$ cat src/rtl/fsw_pkg.sv
package fsw_pkg;
  localparam int FS_W      = 5;
  localparam int VCO_FLD_W = 9;
  localparam int REF_FLD_W = 7;
  localparam int VCO_W     = VCO_FLD_W + 1;
  localparam int REF_W     = REF_FLD_W + 1;
  localparam int VCO_OFS   = 8;
  localparam int REF_OFS   = 2;
  localparam int TBL_VCO_BASE = 60;
  localparam int TBL_VCO_STEP = 3;
  localparam int TBL_REF_BASE = 4;

  typedef struct packed {
    logic tripped;
    logic useDirect;
    logic useReg;
  } fsw_strobe_t;

  function automatic logic [VCO_W-1:0] tblVco(input logic [FS_W-1:0] c);
    return VCO_W'(TBL_VCO_BASE) + VCO_W'(c) * VCO_W'(TBL_VCO_STEP);
  endfunction

  function automatic logic [REF_W-1:0] tblRef(input logic [FS_W-1:0] c);
    return REF_W'(TBL_REF_BASE) + REF_W'(c[2:0]);
  endfunction
endpackage

$ cat src/rtl/fsw_ctrl.sv
module fsw_ctrl
  import fsw_pkg::*;
#(
  parameter int TICK_CYCLES = 100_000_000,
  parameter int CNT_W       = 8
) (
  input  logic             clk,
  input  logic             rstN,
  input  logic             wdEnable,
  input  logic [CNT_W-1:0] wdCount,
  input  logic             wdKick,
  input  logic             wdClear,
  input  logic             regSelect,
  input  logic             divDirect,
  output fsw_strobe_t      strobe,
  output logic             wdStatus
);
  localparam int PW = (TICK_CYCLES > 1) ? $clog2(TICK_CYCLES) : 1;
  localparam logic [PW-1:0] PRESC_LAST = PW'(TICK_CYCLES - 1);

  logic [PW-1:0]    presc;
  logic [CNT_W-1:0] secLeft;
  logic             tripped;
  logic             tick;

  assign tick = wdEnable && (presc == PRESC_LAST);

  // Second prescaler: restarts on kick, clear or while disabled
  always_ff @(posedge clk or negedge rstN) begin
    if (!rstN)                             presc <= '0;
    else if (wdClear || wdKick || !wdEnable) presc <= '0;
    else if (presc == PRESC_LAST)          presc <= '0;
    else                                   presc <= presc + 1'b1;
  end

  // Countdown of remaining seconds
  always_ff @(posedge clk or negedge rstN) begin
    if (!rstN)                         secLeft <= '0;
    else if (wdClear || wdKick || !wdEnable) secLeft <= wdCount;
    else if (tick && secLeft != '0)    secLeft <= secLeft - 1'b1;
  end

  // Expiry flag
  always_ff @(posedge clk or negedge rstN) begin
    if (!rstN)        tripped <= 1'b0;
    else if (wdClear) tripped <= 1'b0;
    else if (wdEnable && secLeft == '0) tripped <= 1'b1;
  end

  always_comb begin
    strobe.tripped   = tripped;
    strobe.useDirect = divDirect;
    strobe.useReg    = regSelect;
  end
  assign wdStatus = tripped;


  trip_cause_chk: assert property (@(posedge clk) disable iff (!rstN)
    $rose(tripped) |-> $past(secLeft == '0 && wdEnable));


  trip_hold_chk: assert property (@(posedge clk) disable iff (!rstN)
    tripped && !wdClear |=> tripped);


  count_down_chk: assert property (@(posedge clk) disable iff (!rstN)
    wdEnable && !wdKick && !wdClear |=> secLeft <= $past(secLeft));


  disabled_chk: assert property (@(posedge clk) disable iff (!rstN)
    !wdEnable && !tripped |=> !tripped);
endmodule

$ cat src/rtl/fsw_datapath.sv
module fsw_datapath
  import fsw_pkg::*;
(
  input  logic                 clk,
  input  logic                 rstN,
  input  fsw_strobe_t          strobe,
  input  logic [FS_W-1:0]      strapCode,
  input  logic [FS_W-1:0]      regCode,
  input  logic [FS_W-1:0]      safeCode,
  input  logic [VCO_FLD_W-1:0] vcoField,
  input  logic [REF_FLD_W-1:0] refField,
  output logic [FS_W-1:0]      fsCode,
  output logic [VCO_W-1:0]     vcoDiv,
  output logic [REF_W-1:0]     refDiv
);
  logic [FS_W-1:0] strapHeld;
  logic            strapTaken;

  // One-shot capture of the strap pins after reset release
  always_ff @(posedge clk or negedge rstN) begin
    if (!rstN) begin
      strapHeld  <= '0;
      strapTaken <= 1'b0;
    end else if (!strapTaken) begin
      strapHeld  <= strapCode;
      strapTaken <= 1'b1;
    end
  end

  logic [FS_W-1:0] selCode;
  always_comb begin
    selCode = strobe.useReg ? regCode : strapHeld;
    fsCode  = strobe.tripped ? safeCode : selCode;
    if (strobe.useDirect && !strobe.tripped) begin
      vcoDiv = VCO_W'(vcoField) + VCO_W'(VCO_OFS);
      refDiv = REF_W'(refField) + REF_W'(REF_OFS);
    end else begin
      vcoDiv = tblVco(fsCode);
      refDiv = tblRef(fsCode);
    end
  end


  strap_frozen_chk: assert property (@(posedge clk) disable iff (!rstN)
    strapTaken |=> $stable(strapHeld));


  safe_force_chk: assert property (@(posedge clk) disable iff (!rstN)
    strobe.tripped |-> fsCode == safeCode && vcoDiv == tblVco(safeCode));
endmodule

$ cat src/rtl/freq_sel_wdog.sv
module freq_sel_wdog
  import fsw_pkg::*;
#(
  parameter int TICK_CYCLES = 100_000_000,
  parameter int CNT_W       = 8
) (
  input  logic                 clk,
  input  logic                 rstN,
  input  logic [FS_W-1:0]      strapCode,
  input  logic                 regSelect,
  input  logic [FS_W-1:0]      regCode,
  input  logic                 divDirect,
  input  logic [VCO_FLD_W-1:0] vcoField,
  input  logic [REF_FLD_W-1:0] refField,
  input  logic                 wdEnable,
  input  logic [CNT_W-1:0]     wdCount,
  input  logic                 wdKick,
  input  logic                 wdClear,
  input  logic [FS_W-1:0]      safeCode,
  output logic [FS_W-1:0]      fsCode,
  output logic [VCO_W-1:0]     vcoDiv,
  output logic [REF_W-1:0]     refDiv,
  output logic                 wdStatus
);
  fsw_strobe_t strobe;

  fsw_ctrl #(.TICK_CYCLES(TICK_CYCLES), .CNT_W(CNT_W)) uCtrl (
    .clk(clk), .rstN(rstN), .wdEnable(wdEnable), .wdCount(wdCount),
    .wdKick(wdKick), .wdClear(wdClear), .regSelect(regSelect),
    .divDirect(divDirect), .strobe(strobe), .wdStatus(wdStatus)
  );

  fsw_datapath uData (
    .clk(clk), .rstN(rstN), .strobe(strobe), .strapCode(strapCode),
    .regCode(regCode), .safeCode(safeCode), .vcoField(vcoField),
    .refField(refField), .fsCode(fsCode), .vcoDiv(vcoDiv), .refDiv(refDiv)
  );
endmodule

$ cat config.mk
export PLATFORM = sky130hd
export DESIGN_NAME = freq_sel_wdog
export DESIGN_NICKNAME = d
export VERILOG_FILES = /design/src/rtl/fsw_pkg.sv /design/src/rtl/fsw_ctrl.sv /design/src/rtl/fsw_datapath.sv /design/src/rtl/freq_sel_wdog.sv
export SDC_FILE = /design/constraint.sdc
export NUM_CORES = 1
export LEC_CHECK = 0
export BUFFER_PORTS_ARGS = -buffer_cell sky130_fd_sc_hd__buf_2
export CAP_MARGIN = 20
export CORE_AREA = 2 2 75 77
export CTS_CLUSTER_SIZE = 25
export DETAILED_ROUTE_END_ITERATION = 7
export DIE_AREA = 0 0 77 79
export HOLD_SLACK_MARGIN = 0.06
export PLACE_DENSITY = 0.76
export SLEW_MARGIN = 0
export SYNTH_ARGS = -nofsm -noshare
export SYNTH_HDL_FRONTEND = slang
export SYNTH_SLANG_ARGS = --single-unit
export TNS_END_PERCENT = 100
$ cat constraint.sdc
create_clock -name clk -period 4.5 [get_ports clk]
set_input_delay 1.125 -clock clk [delete_from_list [all_inputs] [get_ports clk]]
set_output_delay 1.125 -clock clk [all_outputs]
set_load 0.02 [all_outputs]
### Word level (Yosys, flattened, before mapping)

Cells that the tools add are included.
Widths: inputs -> output; s select.

| word-level totals | value |
|---|---|
| memories kept | 0 |
| output and inout bits | 24 |
| bits in latches | 0 |
| register bits after elaboration | 42 |
| bits in writable memories | 0 |
| ROM bits | 0 |
| word-level logic and storage cells | 35 |
| bits of input ports | 46 |

| cells by class | value |
|---|---|
| equal/unequal tests | 1 |
| bitwise gates (word level) | 0 |
| $add $sub $neg | 6 |
| shift-type cells | 0 |
| mux-type cells | 10 |
| $mul | 1 |
| reductions and logical operators | 12 |
| div/mod/pow operators | 0 |
| magnitude comparators | 0 |

Operators by type and width:

| kind | number |
|---|---|
| $mux 27 | 2 |
| $add 27x1->27 const B | 1 |
| $eq 27x27->1 const B | 1 |
| $mux 8 | 3 |
| $add 9x4->10 const B | 1 |
| $mux 10 | 1 |
| $mux 5 | 2 |
| $add 6x7->8 const A | 1 |
| $add 7x2->8 const B | 1 |
| $logic_not 8->1 | 1 |
| $reduce_bool 8->1 | 1 |
| $sub 8x1->8 const B | 1 |
| $mul 5x2->7 const B | 1 |
| $add 3x3->4 const A | 1 |
| $logic_and 1x1->1 | 4 |
| $reduce_bool 2->1 | 2 |
| $logic_not 1->1 | 2 |
| $logic_or 1x1->1 | 2 |
| $mux 1 | 2 |

### Logic depth before layout (Yosys ltp)

Gate-level depths: netlist of run 1.

| depth | value |
|---|---|
| depth in word-level cells | 5 |
| gate-level depth with buffers | 12 |
| gate-level depth less buffers | 11 |

### Cells and area by module

A second synthesis of run 1 with hierarchy kept.

| second synthesis, totals | value |
|---|---|
| cells, all modules | 313 |
| area total of the unflattened synthesis | 2835.2 um^2 |

By module, submodules not included:

| module | sequential area each (um^2) | area an instance (um^2) | cells an instance | times used |
|---|---|---|---|---|
| fsw_ctrl | 900.9 | 1974.4 | 206 | 1 |
| fsw_datapath | 150.1 | 860.8 | 107 | 1 |

### Worst setup path before layout of run 1

Ideal clock, no wire load.

| timing path | value |
|---|---|
| path kind | input port to output port |
| start | input port regSelect |
| end | output port vcoDiv[6] |
| stages on the path | 12 |
| setup slack | -0.424 ns |
| required time | 3.375 ns |
| path buffers | 1 |
| data arrival time | 3.799 ns |
| cells stage by stage | clkbuf_1 -> mux2i_1 -> o21ai_0 -> inv_1 -> ha_1 -> inv_1 -> ha_1 -> fa_1 -> nand2_1 -> nand2_1 -> xnor2_1 -> mux2i_1 |

| between the ends | value |
|---|---|
| word-level cells in the longest chain between the ends | 5 |

RTL lines:

| element | RTL line | text |
|---|---|---|
| from (decl) | freq_sel_wdog.sv:10 | `input logic regSelect,` |
| $mux 5 | fsw_datapath.sv:32 | `selCode = strobe.useReg ? regCode : strapHeld;` |
| $mux 5 | fsw_datapath.sv:33 | `fsCode = strobe.tripped ? safeCode : selCode;` |
| named net fsCode[2] | freq_sel_wdog.sv:20 | `output logic [FS_W-1:0] fsCode,` |
| $mul 5x2->7 | fsw_pkg.sv:20 | `return VCO_W'(TBL_VCO_BASE) + VCO_W'(c) * VCO_W'(TBL_VCO_STEP);` |
| $add 6x7->8 | fsw_pkg.sv:20 |  |
| $mux 10 | fsw_datapath.sv:34 | `if (strobe.useDirect && !strobe.tripped) begin` |
| to (decl) | freq_sel_wdog.sv:21 | `output logic [VCO_W-1:0] vcoDiv,` |

The timed path passes the listed nets, and every way through them passes these cells.

### Final worst setup path of run 1

| timing path | value |
|---|---|
| start | input port regSelect |
| end | output port vcoDiv[6] |

| between the ends | value |
|---|---|
| word-level cells in the longest chain between the ends | 5 |

RTL lines:

| element | RTL line |
|---|---|
| $mux 5 | fsw_datapath.sv:32 |
| $mux 5 | fsw_datapath.sv:33 |
| $mul 5x2->7 | fsw_pkg.sv:20 |
| $add 6x7->8 | fsw_pkg.sv:20 |
| $mux 10 | fsw_datapath.sv:34 |

Every way passes these cells.

==> results_dict.tcl, run 1 <==
set metrics [dict create \
    seq_area_frac_synth 0.379 \
    rows 27 \
    cts.path.max_buffers 2 \
    yosysTopAreaCell "dfrtp_1" \
    num_io_pins 70 \
    die_y_um 79 \
    grt_pass1_wl_mm 9.85 \
    nNetsFinal 433 \
    synthArstFlopShare 1.00 \
    cap_violations 0 \
    tritoncts "yes" \
    ff2ff_path_depth 5 \
    whs_path_depth 1 \
    cp_max_fo 5 \
    peakVddDrop_mv 0.115 \
    routed_wirelength_mm 5.88 \
    rsz0062_at_grt "false" \
    grt_pass1_vias 2262 \
    wl_per_cell_um 13.2 \
    syn_avg_cell_area_um2 9.10 \
    synthTopCellsByCount "nor2_1 (48), dfrtp_1 (42), xnor2_1 (24)" \
    clock-sinks 42 \
    p_int_mw 0.584 \
    outcome "finished, final reports clean" \
    rrSetupSlack_ns 2.09 \
    start_kind "input port" \
    htree_levels 2 \
    setup_viol 0 \
    start_util 0.520 \
    pre_cts_ws_ns 0.0310 \
    finalSetupTns_ns 0 \
    min_path_type "reg -> reg" \
    synth_area_um2 2780 \
    final_cell_count_no_fill 444 \
    critPathRequiredTime_ns 3.38 \
    synth.distinct_cells 43 \
    grt_max_degree 43 \
    first_pass_iters 4 \
    r2r-end "uCtrl.presc[4]" \
    dr.first_iter.drc_count 64 \
    port_buffers 69 \
    worstSetupPathType "in -> out" \
    dieArea_um2 6080 \
    hold_viol 0 \
    ys_warn_count 0 \
    cts_root_buf "clkbuf_8" \
    route.detailed.drc 0 \
    syn_inst 305 \
    fp.dieW_um 77 \
    slew_viol_final 0 \
    antenna_found_initial 0 \
    share_seq_of_total_power 0.470 \
    p_clk_frac 0.282 \
    area_delta_synth_final_pct 17.4 \
    power.leakage_nw 1.46 \
    switching_share 0.308 \
    yosys_register_bits 42 \
    core-area_um2 5340 \
    worstMarginPinSlew_ns 0.913 \
    ys.flop_type "dfrtp_1" \
    vias 2354 \
    p_comb_frac 0.248 \
    antenna_cells 0 \
    clk_pin_slew_ns 0.07 \
    synth_top_area_share 0.379 \
    p_sw_mw 0.259 \
    viasPerCell 5.30 \
    synth-edff-count 0 \
    clk_latency_ns 0.30 \
    synth_nets 367 \
    crit_arrival_ns 3.21 \
    fin_ws_ns 0.163 \
    ant_nets 0 \
    netlist_top_cells_area "dfrtp_1 (38%), xnor2_1 (7.6%), nor2_1 (6.5%)" \
    power.density_nw_per_um2 259 \
    finalWeightedCongestion 0.864 \
    holdWs_ns 0.464 \
    cts_buffers 5 \
    grt_use_total 0.201 \
    overflow 0 \
    cts_setup_buffers 0 \
    drive_above_1_share 0.272 \
    cp-startpoint "regSelect" \
    worst_clock_skew_ns 0.00690 \
    post-route-min-period_ns 4.34 \
    r2r-start "uCtrl.presc[9]" \
    endpoint "vcoDiv[6]" \
    period_share 0.964 \
    end_kind "primary output" \
    max_freq_ghz 0.231 \
    dp_hpwl_mm 4.39 \
    dp.cells 436 \
    synth_most_common_cell "nor2_1" \
    max_slew_margin 0.392 \
]
worst min-delay path by stage:
stage / from / to / slack [ns]
6_report: uCtrl.presc[0] / uCtrl.presc[0] / 0.46
5_1_grt: uCtrl.presc[0] / uCtrl.presc[0] / 0.49
4_1_cts: uCtrl.presc[0] / uCtrl.presc[0] / 0.46
3_5_place_dp: uCtrl.presc[0] / uCtrl.presc[0] / 0.46
2_1_floorplan: uCtrl.presc[0] / uCtrl.presc[0] / 0.43
3_3_place_gp: uCtrl.presc[0] / uCtrl.presc[0] / 0.44
cell type report:
cell class | instances | area, µm²
timing repair buffer | 70 | 355
multi-input combinational | 234 | 1610
clock inverter | 2 | 13.8
clock buffer | 6 | 72.6
sequential | 42 | 1050
inverter | 18 | 67.6
fill | 473 | 2080
tap | 72 | 90.1
through the flow:
| step | power, mW | cell area [µm²] | utilization |
|---|---|---|---|
| 6_report | 0.843 | 3260 | 0.611 |
| 2_1_floorplan | 0.536 | 2780 | - |
| 5_1_grt | 0.886 | 3260 | 0.611 |
| 4_1_cts | 0.851 | 3250 | 0.609 |
| 3_5_place_dp | 0.610 | 3160 | 0.593 |
| 3_3_place_gp | 0.605 | 3160 | 0.593 |
timing repair:
item | in CTS | in global routing
gates resized for setup | 0 | 3
endpoints found under the setup margin | 0 | 1
hold buffers | 0 | 0
logic make-up after synthesis:
group	Yosys count	share of synthesized area
AND/OR/NAND/NOR	135	0.259
flip-flops	42	0.379
XOR/XNOR	37	0.117
AO/OA/AOI/OAI	29	0.0586
buffers and inverters	29	0.0464
adder cells (fa/ha/maj)	16	0.0775
multiplexers	16	0.0613
other	1	0.00135
routing by layer:
| layer | global-route usage | wire length (µm) | vias up |
|---|---|---|---|
| li1 | - | - | 1180 |
| met1 | 0.244 | 2700 | 1107 |
| met2 | 0.358 | 2810 | 61 |
| met3 | 0.0432 | 310 | 6 |
| met4 | 0.0643 | 59 | 0 |
| met5 | 0 | 0 | - |
sequential cells by signal (all words and copies together), names as in the netlist:
name,flops
uCtrl.wdStatus,1
uCtrl.secLeft,8
uData.strapHeld,5
uData.strapTaken,1
uCtrl.presc,27
power by group through the flow:
stage               clock, mW  combinational (mW)  sequential, mW
global route            0.257               0.230           0.398
floorplan                   0               0.134           0.401
detailed placement          0               0.207           0.404
global placement            0               0.202           0.403
finish                  0.238               0.209           0.396
CTS                     0.247               0.208           0.396
critical path, stage by stage:
cell	delay [ns]
buf_2	0.17
mux2i_1	0.22
nor2_1	0.07
a21oi_2	0.17
inv_1	0.09
ha_1	0.19
ha_1	0.22
fa_2	0.36
nand2_1	0.07
nand2_1	0.06
xnor2_1	0.13
mux2i_2	0.16
buf_4	0.18
placed cells by master, fill, tap and decap left out, types with 2 or more instances in the layout:
master    instances
a21oi_1           8
a31oi_1           5
and3_1            6
and4_1            2
buf_2            68
buf_4             2
clkbuf_8          5
dfrtp_1          42
ha_1             14
inv_1            18
mux2_2            8
mux2i_1           7
nand2_1          21
nand3_1          15
nand4_1           6
nor2_1           48
nor3_1            8
nor3b_2           2
nor4_1            8
o21a_1            2
o21ai_0           9
or3_1             3
or4_1             2
or4_4             2
xnor2_1          24
xor2_1           13
Note: power is estimated with default switching activity, not from simulation.
==> run 2: changes to the inputs <==
- MAX_ROUTING_LAYER: not set -> met4
- PLACE_DENSITY: 0.76 -> 0.79
==> run 2 against run 1 <==
Effect of this change: first-iteration DRC count grew 75%; total power grew 8.0%; sequential power is essentially flat; critical path type unchanged; sequential share of layout area shrank 0.45 points; flip-flop and latch count is the same; wire length grew 1.2%; non-clock buffer count grew 3; clock skew is essentially flat; via count grew 0.93%; clock-buffer cell count is the same; combinational power grew 2%.
==> results_dict.tcl, run 2 (same netlist as run 1, synthesis figures left out) <==
set metrics [dict create \
    viasPerCell 5.33 \
    p_comb_frac 0.234 \
    end_kind "primary output" \
    clock-sinks 42 \
    grt_max_degree 43 \
    clk_pin_slew_ns 0.08 \
    crit_arrival_ns 3.19 \
    post-route-min-period_ns 4.32 \
    ant_nets 0 \
    switching_share 0.281 \
    cp_max_fo 5 \
    max_slew_margin 0.389 \
    finalSetupTns_ns 0 \
    grt_pass1_wl_mm 9.83 \
    first_pass_iters 5 \
    grt_pass1_vias 2289 \
    start_kind "input port" \
    core-area_um2 5340 \
    setup_viol 0 \
    grt_use_total 0.203 \
    crit_cells 13 \
    cts.path.max_buffers 2 \
    final_cell_mix "buf_2 (68), nor2_1 (48), dfrtp_1 (42), xnor2_1 (24), nand2_1 (21)" \
    clk_latency_ns 0.29 \
    finalPower_mw 0.910 \
    outcome "finished, final reports clean" \
    share_seq_of_total_power 0.435 \
    power.density_nw_per_um2 275 \
    dp_hpwl_mm 4.47 \
    cts_buffers 5 \
    max_stage_delay_ns 0.41 \
    route.detailed.drc 0 \
    final_cell_count_no_fill 446 \
    largest_register "uCtrl.presc" \
    fp.dieW_um 77 \
    power.leakage_nw 1.49 \
    path_buf_inv 3 \
    peakVddDrop_mv 0.145 \
    worstMarginPinSlew_ns 0.916 \
    grt.busiest_layer "met2" \
    grt_use_met1 0.232 \
    rsz0062_at_grt "false" \
    tritoncts "yes" \
    start_util 0.520 \
    vias 2376 \
    critical_path.slowest_cell "fa_1" \
    max_freq_ghz 0.232 \
    nFillCells 456 \
    min_path_type "reg -> reg" \
    p_int_mw 0.654 \
    largestRegisters "uCtrl.presc x27, uCtrl.secLeft x8, uData.strapHeld x5" \
    ff2ff_path_depth 5 \
    dr.first_iter.drc_count 112 \
    routed_wirelength_mm 5.95 \
    area_delta_synth_final_pct 19.1 \
    worstSetupPathType "in -> out" \
    port_buffers 69 \
    rows 27 \
    slew_viol_final 0 \
    num_io_pins 70 \
    cts_root_buf "clkbuf_8" \
    overflow 0 \
    met3_usage 0.0443 \
    die_y_um 79 \
    r2r-start "uCtrl.presc[9]" \
    nNetsFinal 436 \
    worst_clock_skew_ns 0.00688 \
    antenna_cells 0 \
    holdWs_ns 0.467 \
    rrSetupSlack_ns 2.07 \
    critPathRequiredTime_ns 3.38 \
    dieArea_um2 6080 \
    htree_levels 2 \
    drive_above_1_share 0.275 \
    grt.met2_usage 0.363 \
    layout_commonest_cell "buf_2" \
    ctsHoldBuffers 0 \
    cp-startpoint "regSelect" \
    path_delay_family "adder cells" \
    antenna_found_initial 0 \
    path_cells "buf_2, mux2i_1, nor2_1, a21oi_2, inv_1, ha_1, ha_1, fa_1, nand2_1, nand2_1, xnor2_1, mux2i_2, buf_4" \
    cap_violations 0 \
    endpoint "vcoDiv[6]" \
    period_share 0.959 \
    dp.cells 438 \
    r2r-end "uCtrl.presc[6]" \
    p_clk_frac 0.331 \
    p_sw_mw 0.256 \
    hold_viol 0 \
    largest_reg_flops 27 \
    wl_per_cell_um 13.3 \
    finalWeightedCongestion 0.885 \
]
==> run 2: layout make-up <==
cell class                      instances  area [µm²]  area share
Sequential cell                        42        1050       0.318
Inverter                               18        67.6      0.0204
Timing Repair Buffer                   73         378       0.114
Tap cell                               72        90.1      0.0273
Multi-Input combinational cell        234        1610       0.486
Clock inverter                          1        30.0     0.00908
Clock buffer                            6        82.6      0.0250
==> run 2: power groups by stage <==
| stage | Combinational [mW] | Sequential, mW | Clock, mW |
|---|---|---|---|
| 2_1_floorplan | 0.134 | 0.401 | 0 |
| 3_3_place_gp | 0.205 | 0.403 | 0 |
| 3_5_place_dp | 0.209 | 0.404 | 0 |
| 4_1_cts | 0.210 | 0.396 | 0.309 |
| 5_1_grt | 0.237 | 0.398 | 0.322 |
| 6_report | 0.213 | 0.396 | 0.301 |
==> run 2: how the worst min path moves through the flow <==
stage                          end  cells past startpoint  slack, ns      startpoint
finish              uCtrl.presc[0]                      1       0.47  uCtrl.presc[0]
CTS                 uCtrl.presc[0]                      1       0.47  uCtrl.presc[0]
floorplan           uCtrl.presc[0]                      1       0.43  uCtrl.presc[0]
detailed placement  uCtrl.presc[0]                      1       0.46  uCtrl.presc[0]
global route        uCtrl.presc[0]                      1       0.50  uCtrl.presc[0]
global placement    uCtrl.presc[0]                      1       0.45  uCtrl.presc[0]
==> run 2: metal layers <==
layer,vias to the layer above,wire (µm)
met2,68,2890
met5,-,0
li1,1180,-
met1,1120,2660
met4,0,75
met3,8,329
==> run 2: what timing repair did <==
item / in CTS / in global routing
buffers inserted: 0 / 1
setup endpoints to repair: 0 / 1
resized for setup: 0 / 2
==> run 2: stage by stage <==
step | setup WS, ns | util | area, µm²
6_report | 0.183 | 0.619 | 3310
5_1_grt | 0.0220 | 0.619 | 3310
4_1_cts | 0.100 | 0.617 | 3290
3_5_place_dp | 0.0912 | 0.596 | 3180
3_3_place_gp | 0.156 | 0.596 | 3180
2_1_floorplan | 0.0200 | - | 2780
